## src/rtl/casc_timer_pkg.sv

```systemverilog
package casc_timer_pkg;

  typedef enum logic [1:0] {
    REG_CTRL_LO = 2'd0,
    REG_CTRL_HI = 2'd1,
    REG_MATCH   = 2'd2,
    REG_COUNT   = 2'd3
  } reg_sel_e;

  localparam int RUN_BIT = 0;
  localparam int SEL_LSB = 1;

endpackage

```

## src/rtl/casc_timer_regs.sv

```systemverilog
module casc_timer_regs
  import casc_timer_pkg::*;
#(
  parameter int CNT_W = 8,
  parameter int SEL_W = 2
) (
  input  logic                      clk,
  input  logic                      rst_n,
  input  logic                      wr_en_i,
  input  logic [1:0]                wr_addr_i,
  input  logic [2*CNT_W-1:0]        wr_data_i,
  input  logic [1:0]                wr_be_i,
  input  logic                      rd_en_i,
  input  logic [1:0]                rd_addr_i,
  input  logic [1:0][CNT_W-1:0]     cnt_i,
  output logic [2*CNT_W-1:0]        rd_data_o,
  output logic [1:0]                run_o,
  output logic [1:0][SEL_W-1:0]     sel_o,
  output logic [1:0]                pwm_o,
  output logic                      casc_o,
  output logic [1:0]                clr_o,
  output logic [1:0][CNT_W-1:0]     match_o
);

  localparam int DW     = 2 * CNT_W;
  localparam int PWM_B  = SEL_LSB + SEL_W;
  localparam int CASC_B = PWM_B + 1;
  localparam int CLR_B  = CASC_B + 1;

  logic [1:0]              run_q, run_d;
  logic [1:0][SEL_W-1:0]   sel_q, sel_d;
  logic [1:0]              pwm_q, pwm_d;
  logic                    casc_q, casc_d;
  logic [1:0][CNT_W-1:0]   match_q, match_d;
  logic [DW-1:0]           rd_q, rd_d;
  logic [1:0][DW-1:0]      ctrl_word;

  // control words as seen on the read path
  always_comb begin
    for (int k = 0; k < 2; k++) begin
      ctrl_word[k]                     = '0;
      ctrl_word[k][RUN_BIT]            = run_q[k];
      ctrl_word[k][SEL_LSB +: SEL_W]   = sel_q[k];
      ctrl_word[k][PWM_B]              = pwm_q[k];
    end
    ctrl_word[0][CASC_B] = casc_q;
  end

  // next state of the register file
  always_comb begin
    run_d   = run_q;
    sel_d   = sel_q;
    pwm_d   = pwm_q;
    casc_d  = casc_q;
    match_d = match_q;
    clr_o   = '0;
    if (wr_en_i) begin
      for (int k = 0; k < 2; k++) begin
        if (wr_addr_i == 2'(k) && wr_be_i[0]) begin
          run_d[k] = wr_data_i[RUN_BIT];
          sel_d[k] = wr_data_i[SEL_LSB +: SEL_W];
          pwm_d[k] = wr_data_i[PWM_B];
          clr_o[k] = wr_data_i[CLR_B];
        end
        if (wr_addr_i == REG_MATCH && wr_be_i[k]) begin
          match_d[k] = wr_data_i[k*CNT_W +: CNT_W];
        end
      end
      if (wr_addr_i == REG_CTRL_LO && wr_be_i[0]) begin
        casc_d = wr_data_i[CASC_B];
      end
    end
  end

  // read capture: both count bytes enter on the same edge
  always_comb begin
    rd_d = rd_q;
    if (rd_en_i) begin
      unique case (rd_addr_i)
        REG_CTRL_LO: rd_d = ctrl_word[0];
        REG_CTRL_HI: rd_d = ctrl_word[1];
        REG_MATCH:   rd_d = {match_q[1], match_q[0]};
        default:     rd_d = {cnt_i[1], cnt_i[0]};
      endcase
    end
  end

  always_ff @(posedge clk or negedge rst_n) begin
    if (!rst_n) begin
      run_q   <= '0;
      sel_q   <= '0;
      pwm_q   <= '0;
      casc_q  <= 1'b0;
      match_q <= '0;
      rd_q    <= '0;
    end else begin
      run_q   <= run_d;
      sel_q   <= sel_d;
      pwm_q   <= pwm_d;
      casc_q  <= casc_d;
      match_q <= match_d;
      rd_q    <= rd_d;
    end
  end

  assign rd_data_o = rd_q;
  assign run_o     = run_q;
  assign sel_o     = sel_q;
  assign pwm_o     = pwm_q;
  assign casc_o    = casc_q;
  assign match_o   = match_q;

endmodule

```

## src/rtl/casc_timer_seq.sv

```systemverilog
module casc_timer_seq #(
  parameter int CNT_W  = 8,
  parameter int N_TICK = 4,
  parameter int SEL_W  = 2
) (
  input  logic [N_TICK-1:0]         tick_i,
  input  logic [1:0]                run_i,
  input  logic [1:0][SEL_W-1:0]     sel_i,
  input  logic [1:0]                pwm_i,
  input  logic                      casc_i,
  input  logic [1:0]                clr_i,
  input  logic [1:0][CNT_W-1:0]     cnt_i,
  input  logic [1:0][CNT_W-1:0]     match_i,
  output logic [1:0]                inc_o,
  output logic [1:0]                zero_o,
  output logic [1:0]                evt_o,
  output logic [1:0]                tog_clr_o,
  output logic [1:0]                pwm_eff_o,
  output logic [1:0]                force_off_o
);

  localparam logic [CNT_W-1:0] TOP_V = {CNT_W{1'b1}};

  logic [1:0] step;
  logic [1:0] at_match;
  logic [1:0] at_top;
  logic       wide_hit;

  for (genvar k = 0; k < 2; k++) begin : g_step
    assign step[k]     = run_i[k] & tick_i[sel_i[k]];
    assign at_match[k] = (cnt_i[k] == match_i[k]);
    assign at_top[k]   = (cnt_i[k] == TOP_V);
  end

  assign wide_hit = step[0] & at_match[0] & at_match[1];

  always_comb begin
    inc_o       = '0;
    zero_o      = '0;
    evt_o       = '0;
    tog_clr_o   = '0;
    pwm_eff_o   = '0;
    force_off_o = '0;
    if (casc_i) begin
      // joined 16-bit timer: lower control, upper outputs
      inc_o[0]    = step[0];
      inc_o[1]    = step[0] & at_top[0];
      zero_o      = {2{clr_i[0] | wide_hit}};
      evt_o[1]    = wide_hit & ~clr_i[0];
      tog_clr_o   = {2{clr_i[0]}};
      force_off_o = 2'b01;
    end else begin
      for (int k = 0; k < 2; k++) begin
        inc_o[k]     = step[k];
        tog_clr_o[k] = clr_i[k];
        pwm_eff_o[k] = pwm_i[k];
        if (pwm_i[k]) begin
          zero_o[k] = clr_i[k];
          evt_o[k]  = step[k] & at_top[k] & ~clr_i[k];
        end else begin
          zero_o[k] = clr_i[k] | (step[k] & at_match[k]);
          evt_o[k]  = step[k] & at_match[k] & ~clr_i[k];
        end
      end
    end
  end

endmodule

```

## src/rtl/casc_timer_cnt.sv

```systemverilog
module casc_timer_cnt #(
  parameter int CNT_W = 8
) (
  input  logic             clk,
  input  logic             rst_n,
  input  logic             inc_i,
  input  logic             zero_i,
  output logic [CNT_W-1:0] cnt_o
);

  logic [CNT_W-1:0] cnt_q, cnt_d;

  always_comb begin
    cnt_d = cnt_q;
    if (zero_i) begin
      cnt_d = '0;
    end else if (inc_i) begin
      cnt_d = cnt_q + 1'b1;
    end
  end

  always_ff @(posedge clk or negedge rst_n) begin
    if (!rst_n) begin
      cnt_q <= '0;
    end else begin
      cnt_q <= cnt_d;
    end
  end

  assign cnt_o = cnt_q;

endmodule

```

## src/rtl/casc_timer_out.sv

```systemverilog
module casc_timer_out #(
  parameter int CNT_W = 8
) (
  input  logic             clk,
  input  logic             rst_n,
  input  logic             evt_i,
  input  logic             tog_clr_i,
  input  logic             pwm_eff_i,
  input  logic             force_off_i,
  input  logic [CNT_W-1:0] cnt_i,
  input  logic [CNT_W-1:0] match_i,
  output logic             pulse_o,
  output logic             irq_o
);

  logic tog_q, tog_d;
  logic irq_q, irq_d;

  always_comb begin
    tog_d = tog_q;
    if (tog_clr_i) begin
      tog_d = 1'b0;
    end else if (evt_i && !pwm_eff_i) begin
      tog_d = ~tog_q;
    end
    irq_d = evt_i;
  end

  always_ff @(posedge clk or negedge rst_n) begin
    if (!rst_n) begin
      tog_q <= 1'b0;
      irq_q <= 1'b0;
    end else begin
      tog_q <= tog_d;
      irq_q <= irq_d;
    end
  end

  always_comb begin
    if (force_off_i) begin
      pulse_o = 1'b0;
    end else if (pwm_eff_i) begin
      pulse_o = (cnt_i < match_i);
    end else begin
      pulse_o = tog_q;
    end
  end

  assign irq_o = irq_q;

endmodule

```

## src/rtl/casc_timer_pair.sv

```systemverilog
module casc_timer_pair
  import casc_timer_pkg::*;
#(
  parameter int CNT_W  = 8,
  parameter int N_TICK = 4
) (
  input  logic                 clk,
  input  logic                 rst_n,
  input  logic [N_TICK-1:0]    tick_i,
  input  logic                 wr_en_i,
  input  logic [1:0]           wr_addr_i,
  input  logic [2*CNT_W-1:0]   wr_data_i,
  input  logic [1:0]           wr_be_i,
  input  logic                 rd_en_i,
  input  logic [1:0]           rd_addr_i,
  output logic [2*CNT_W-1:0]   rd_data_o,
  output logic [1:0]           pulse_o,
  output logic [1:0]           irq_o
);

  localparam int SEL_W = (N_TICK > 1) ? $clog2(N_TICK) : 1;

  // reset: asserted at once, released after two edges
  logic [1:0] rst_pipe_q;
  logic       rst_int_n;

  always_ff @(posedge clk or negedge rst_n) begin
    if (!rst_n) begin
      rst_pipe_q <= '0;
    end else begin
      rst_pipe_q <= {rst_pipe_q[0], 1'b1};
    end
  end
  assign rst_int_n = rst_pipe_q[1];

  logic [1:0]              run, pwm, clr;
  logic [1:0][SEL_W-1:0]   sel;
  logic                    casc;
  logic [1:0][CNT_W-1:0]   match, cnt;
  logic [1:0]              inc, zero, evt, tog_clr, pwm_eff, force_off;

  casc_timer_regs #(.CNT_W(CNT_W), .SEL_W(SEL_W)) u_regs (
    .clk       (clk),
    .rst_n     (rst_int_n),
    .wr_en_i   (wr_en_i),
    .wr_addr_i (wr_addr_i),
    .wr_data_i (wr_data_i),
    .wr_be_i   (wr_be_i),
    .rd_en_i   (rd_en_i),
    .rd_addr_i (rd_addr_i),
    .cnt_i     (cnt),
    .rd_data_o (rd_data_o),
    .run_o     (run),
    .sel_o     (sel),
    .pwm_o     (pwm),
    .casc_o    (casc),
    .clr_o     (clr),
    .match_o   (match)
  );

  casc_timer_seq #(.CNT_W(CNT_W), .N_TICK(N_TICK), .SEL_W(SEL_W)) u_seq (
    .tick_i      (tick_i),
    .run_i       (run),
    .sel_i       (sel),
    .pwm_i       (pwm),
    .casc_i      (casc),
    .clr_i       (clr),
    .cnt_i       (cnt),
    .match_i     (match),
    .inc_o       (inc),
    .zero_o      (zero),
    .evt_o       (evt),
    .tog_clr_o   (tog_clr),
    .pwm_eff_o   (pwm_eff),
    .force_off_o (force_off)
  );

  for (genvar k = 0; k < 2; k++) begin : g_slice
    casc_timer_cnt #(.CNT_W(CNT_W)) u_cnt (
      .clk    (clk),
      .rst_n  (rst_int_n),
      .inc_i  (inc[k]),
      .zero_i (zero[k]),
      .cnt_o  (cnt[k])
    );

    casc_timer_out #(.CNT_W(CNT_W)) u_out (
      .clk         (clk),
      .rst_n       (rst_int_n),
      .evt_i       (evt[k]),
      .tog_clr_i   (tog_clr[k]),
      .pwm_eff_i   (pwm_eff[k]),
      .force_off_i (force_off[k]),
      .cnt_i       (cnt[k]),
      .match_i     (match[k]),
      .pulse_o     (pulse_o[k]),
      .irq_o       (irq_o[k])
    );
  end

endmodule

```

## config.mk

```make
export PLATFORM = sky130hd
export DESIGN_NAME = casc_timer_pair
export DESIGN_NICKNAME = d
export VERILOG_FILES = /design/src/rtl/casc_timer_pkg.sv /design/src/rtl/casc_timer_regs.sv /design/src/rtl/casc_timer_seq.sv /design/src/rtl/casc_timer_cnt.sv /design/src/rtl/casc_timer_out.sv /design/src/rtl/casc_timer_pair.sv
export SDC_FILE = /design/constraint.sdc
export NUM_CORES = 1
export LEC_CHECK = 0
export ABC_CLOCK_PERIOD_IN_PS = 4000
export BUFFER_PORTS_ARGS = -buffer_cell sky130_fd_sc_hd__buf_4
export CAP_MARGIN = 20
export CORE_AREA = 2 2 92 129
export DETAILED_ROUTE_END_ITERATION = 10
export DIE_AREA = 0 0 94 131
export PLACE_DENSITY_LB_ADDON = 0.25
export SYNTH_ARGS = -nofsm -noshare
export SYNTH_HDL_FRONTEND = slang
export SYNTH_SLANG_ARGS = --single-unit
```

## constraint.sdc

```tcl
create_clock -name clk -period 4 [get_ports clk]
set_input_delay 0 -clock clk [delete_from_list [all_inputs] [get_ports clk]]
set_output_delay 0 -clock clk [all_outputs]
set_load 0.01 [all_outputs]
```

# --- Word-level counts from Yosys, hierarchy flattened ---
# Cells that the tools add are included.
classes:
  eq_ne: 8
  mux: 31
  add_sub_neg: 2
  magnitude_cmp: 4
  bitwise_logic: 19
  n_reduce_logical: 18
op_table:
  columns: ["op", "count"]
  rows:
  - ["one-hot mux 16 bit (3 select lines)", 1]
  - ["2-to-1 mux 8 bit", 4]
  - ["2-to-1 mux 1 bit", 19]
  - ["adder 8 x 1 -> 8 bit (second input constant)", 2]
  - ["equality test 8 bit", 2]
  - ["equality test 8 bit (second input constant)", 2]
  - ["less-than comparator 8 bit", 2]
  - ["bitwise AND 1 bit", 12]
  - ["2-to-1 mux 2 bit", 5]
  - ["AND reduction 2 bit", 4]
  - ["nonzero test 2 bit", 4]
  - ["logical AND 1 bit", 6]
  - ["less-than comparator 2 x 3 -> 1 bit (second input constant)", 2]
  - ["binary-select mux 1 bit (select 2 bit)", 2]
  - ["equality test 2 x 1 -> 1 bit (second input constant)", 2]
  - ["equality test 2 bit (second input constant)", 2]
  - ["logical NOT 2 bit", 2]
  - ["NOT 1 bit", 4]
  - ["bitwise OR 1 bit", 3]
  - ["logical NOT 1 bit", 2]
totals:
  output_inout_bits: 20
  elab_cells: 99
  input_bits: 30
  reg_bits: 63

# --- Longest topological paths before layout ---
logic_depth:
  depth_word: 11
  depth_mapped: 9
  mapped_depth_nobuf: 8

# --- Hierarchy ---
# From an unflattened synthesis, not the netlist that was laid out.
hier_totals:
  cells_unflattened: 338
  area_unflattened_um2: 3642.2
modules_own_cells:
  columns: ["mod", "cells_each", "seq_area_each_um2", "instances", "area_per_inst_um2"]
  rows:
  - ["casc_timer_regs", 140, 1026.0, 1, 1819.2]
  - ["casc_timer_cnt", 37, 200.2, 2, 396.6]
  - ["casc_timer_out", 31, 50.0, 2, 266.5]
  - ["casc_timer_seq", 59, 0.0, 1, 442.9]
  - ["casc_timer_pair", 3, 50.0, 1, 53.8]

# --- Least setup slack after synthesis ---
# OpenSTA, ideal clock, no wires.
synth_path:
  path_kind: "register -> register"
  start: "register u_regs.sel_q, in the netlist u_regs.sel_o[0]"
  end: "register g_slice[1].u_out.tog_q"
  stages_incl_launch_ff: 8
  required_time_ps: 3904
  slack_ps: 2005
  synth_period_minus_slack_ps: 1995
  n_path_buf: 1
  arrival_time_ps: 1899
  path_cell_list: "dfrtp_1 -> mux4_2 -> nand2_4 -> or4_4 -> buf_6 -> o32ai_4 -> a21oi_2 -> a311oi_2"
synth_via:
  elab_chain_len: 9
synth_rtl:
  columns: ["element", "line", "rtl"]
  rows:
  - ["start, declared", "casc_timer_regs.sv:31", "logic [1:0][SEL_W-1:0] sel_q, sel_d;"]
  - ["start signal, assigned", "casc_timer_regs.sv:98", "sel_q <= sel_d;"]
  - ["binary-select mux 1 bit (select 2 bit)", "casc_timer_seq.sv:30", "assign step[k] = run_i[k] & tick_i[sel_i[k]];"]
  - ["2-to-1 mux 1 bit (not written as such)", "casc_timer_seq.sv:30", null]
  - ["bitwise AND 1 bit", "casc_timer_seq.sv:30", null]
  - ["bitwise AND 1 bit (2 in a row)", "casc_timer_seq.sv:35", "assign wide_hit = step[0] & at_match[0] & at_match[1];"]
  - ["bitwise AND 1 bit", "casc_timer_seq.sv:49", "evt_o[1] = wide_hit & ~clr_i[0];"]
  - ["2-to-1 mux 1 bit", "casc_timer_seq.sv:44", "if (casc_i) begin"]
  - ["named net g_slice[1].u_out.evt_i", "casc_timer_out.sv:6", "input logic evt_i,"]
  - ["logical AND 1 bit", "casc_timer_out.sv:23", "end else if (evt_i && !pwm_eff_i) begin"]
  - ["nonzero test 2 bit (no source line)", null, null]
  - ["end signal, assigned", "casc_timer_out.sv:34", "tog_q <= tog_d;"]
  - ["end, declared", "casc_timer_out.sv:16", "logic tog_q, tog_d;"]
# The timed path passes the listed nets, and every way through them passes these cells. The select of a mux whose other input is x is not followed.
# A chain may end at the register's enable or synchronous reset.

# --- Final worst setup path ---
layout_path:
  start: "register g_slice[0].u_cnt.cnt_q[1]"
  end: "output port pulse_o[0]"
layout_via:
  elab_chain_len: 3
layout_rtl:
  columns: ["element", "line", "rtl"]
  rows:
  - ["start, declared", "casc_timer_cnt.sv:11", "logic [CNT_W-1:0] cnt_q, cnt_d;"]
  - ["start signal, assigned", "casc_timer_cnt.sv:26", "cnt_q <= cnt_d;"]
  - ["less-than comparator 8 bit", "casc_timer_out.sv:43", "pulse_o = (cnt_i < match_i);"]
  - ["2-to-1 mux 1 bit", "casc_timer_out.sv:42", "end else if (pwm_eff_i) begin"]
  - ["2-to-1 mux 1 bit", "casc_timer_out.sv:40", "if (force_off_i) begin"]
  - ["end, declared", "casc_timer_pair.sv:17", "output logic [1:0] pulse_o,"]
# No other way between the ends.

==> out/results.ini <==
[cts]
cts_root_buf = clkbuf_16
cts_tree = yes
cts_inserted_buffers = 9
clk_pin_slew_worst_paths_ns = 0.05
cts_sinks = 63
clk_path_buf_depth = 2
clock_latency_ns = 0.33
post_cts_resized = 0
cts_max_level = 3

[synth]
seq_area_frac_synth = 0.4646
synth-seq-cells = 63
syn-cell-area_um2 = 3393
synth-edff-count = 0
async_flop_share = 1.000
synthTopCellsByArea = dfrtp_1 (46%), mux2_2 (7.6%), ha_1 (6.6%), mux2i_1 (3.8%), nand2_1 (3.5%)
yosysTopAreaCell = dfrtp_1
synth_ff_type = dfrtp_1
yosysWarnings = 0
synth_nets = 360
synth_cell_types = 48
synthCells = 312
synth_top_area_share = 0.4646
syn_area_per_cell_um2 = 10.88

[setup_path]
arrival_ns = 2.55
worstPathRequired_ns = 4.00
critPathKind = flop to output pin
startpoint_type = flop
critPathMaxFanout = 5
crit_start = g_slice[0].u_cnt.cnt_o[1]
end_kind = output pin
ff2ff_setup_slack_ns = 1.58
rr_startpoint = g_slice[1].u_cnt.cnt_o[0]

[sta]
timing.final.hold_violations = 0
tns_ns = 0
setup_viol = 0
tightestPinTransition_ns = 0.6595
slew_violations = 0
max_freq_mhz = 392.5
fin_hold_ws_ns = 0.04016
fin_skew_ns = 0.005334
rsz0062_at_grt = no
timing.slew.headroom = 0.5604
fin_crit_sh = 0.6369
finalCriticalPeriod_ns = 2.547

[floorplanning]
row_count = 46
dieArea_um2 = 12310
core_area_um2 = 11220
die_x_um = 94
num_io_pins = 50
start_util = 0.3023
die_h_um = 131

[drt]
detail-route-antenna-nets = 0
dr_total_vias = 2567
avgRoutedWirePerCell_um = 15.37
drtIter0Drc = 121
viasPerCell = 4.853
drcViolationCount = 0
drtPass1Iterations = 4
finalWirelength_um = 8133

[min_path]
hold_class = input port to flop
min_from = rd_en_i

[cells_and_area]
postLayoutCoreUtil = 0.3909
syn_to_final_growth_pct = 29.28
nets = 428
antenna_cells = 0
fill_cells = 1106
drive_gt1_frac = 0.2675

[global_routing]
grt_max_degree = 35
use_met3 = 0.03727
grtUsageTotal = 0.1457
grtUsageMet1 = 0.1474
grt_overflow = 0
grt_pass1_vias = 2677
grt_pass1_wl_um = 13540
grt.met2_usage = 0.2803
antenna_found_initial = 0
busiest_layer = met2

[place]
dp_hpwl_um = 6130
port_buffers = 49
gp_congestion = 0.8098

[pwr]
irDropWorstVdd_mv = 0.2349
pwr_density_cell_nw_per_um2 = 526.1
p_leak_nw = 2.095

[status]
status = complete, no violations

[run]
maxCapViolCount = 0

==> cell families (layout without fill, tap and decap cells) <==
family | after synthesis | count (layout) | share of synthesized area
flip-flops | 63 | 63 | 0.4646
buffers and inverters | 43 | 116 | 0.05420
AO/OA/AOI/OAI | 48 | 48 | 0.1032
XOR/XNOR | 13 | 13 | 0.03355
multiplexers | 42 | 42 | 0.1556
AND/OR/NAND/NOR | 84 | 84 | 0.1213
other | 1 | 1 | 0.001105
adder cells (fa/ha/maj) | 18 | 18 | 0.06637
==> power by group <==
part	switching [mW]	total (mW)	internal, mW
logic	0.268	0.564	0.297
clock network	0.283	0.843	0.560
registers	0.141	0.900	0.760
total	0.691	2.31	1.62
==> final timing paths <==
path,end,cells after the start
worst max-delay path,pulse_o[0],8
worst min-delay path,u_regs.rd_data_o[4],2
worst max register to register,g_slice[1].u_out.tog_q,8
worst min register to register,g_slice[1].u_cnt.cnt_o[2],0
max in group asynchronous,u_regs.match_o[3],1
min in group asynchronous,g_slice[1].u_cnt.cnt_o[2],0
==> metrics by stage <==
step / area (um^2) / setup WS, ns / power [mW] / std cells
after floorplan: 3393 / 2.005 / 1.265 / 312
after global placement: 3890 / 1.571 / 1.453 / 495
after detailed placement: 3890 / 1.530 / 1.472 / 495
after CTS: 4387 / 1.449 / 2.343 / 529
after global routing: 4387 / 1.326 / 2.451 / 529
final: 4387 / 1.453 / 2.308 / 529
==> metal layers <==
layer  vias up  routed length, um
met5         -                  0
met4         0                129
met3        12                244
met2        34               4678
met1      1292               3081
li1       1229                  -
==> worst max-delay path: stages (launching register included) <==
cell and delay (ns):
dfrtp_1 0.43, ha_1 0.33, nor2b_1 0.14, o21a_1 0.16
o21a_1 0.17, o211ai_1 0.17, a221oi_1 0.10, a2111oi_0 0.51
buf_4 0.21
==> state kept, by name (all words and copies together) (netlist names) <==
name,count
u_regs.match_o,16
u_regs.casc_o,1
u_regs.pwm_o,2
g_slice.u_cnt.cnt_o,16
u_regs.run_o,2
g_slice.u_out.tog_q,2
u_regs.rd_data_o,16
g_slice.u_out.irq_o,2
u_regs.sel_o,4
rst_pipe_q,2
==> synth_stat cells, drive strengths merged, types with 8 or more instances <==
| cell | count |
|---|---|
| mux2i | 13 |
| mux2 | 23 |
| o22ai | 11 |
| nand3 | 8 |
| xor2 | 9 |
| nor2 | 22 |
| dfrtp | 63 |
| ha | 18 |
| o21ai | 12 |
| nand2 | 33 |
| inv | 31 |
| a21oi | 11 |
==> placed cells by master, fill, tap and decap left out, types with 11 or more instances in the layout <==
cell type,instances
o21ai_0,11
nand2_1,32
nor2_1,22
o22ai_1,11
inv_1,31
dlygate4sd3_1,18
mux2_2,23
ha_1,18
dfrtp_1,62
buf_4,51
mux2i_1,13
==> area by class of cell <==
| cell class | count | area, um^2 | area share |
|---|---|---|---|
| Clock inverter | 4 | 70.07 | 0.01597 |
| Sequential cell | 63 | 1578 | 0.3597 |
| Clock buffer | 12 | 246.5 | 0.05619 |
| Multi-Input combinational cell | 206 | 1633 | 0.3722 |
| Inverter | 31 | 116.4 | 0.02653 |
| Timing Repair Buffer | 69 | 563.0 | 0.1284 |
| Tap cell | 144 | 180.2 | 0.04107 |
==> timing repair <==
action                    in CTS  in global routing
setup buffers                  0                  0
hold endpoints to repair      27                  0
hold buffers                  18                  0
(Power assumes the default switching activity.)
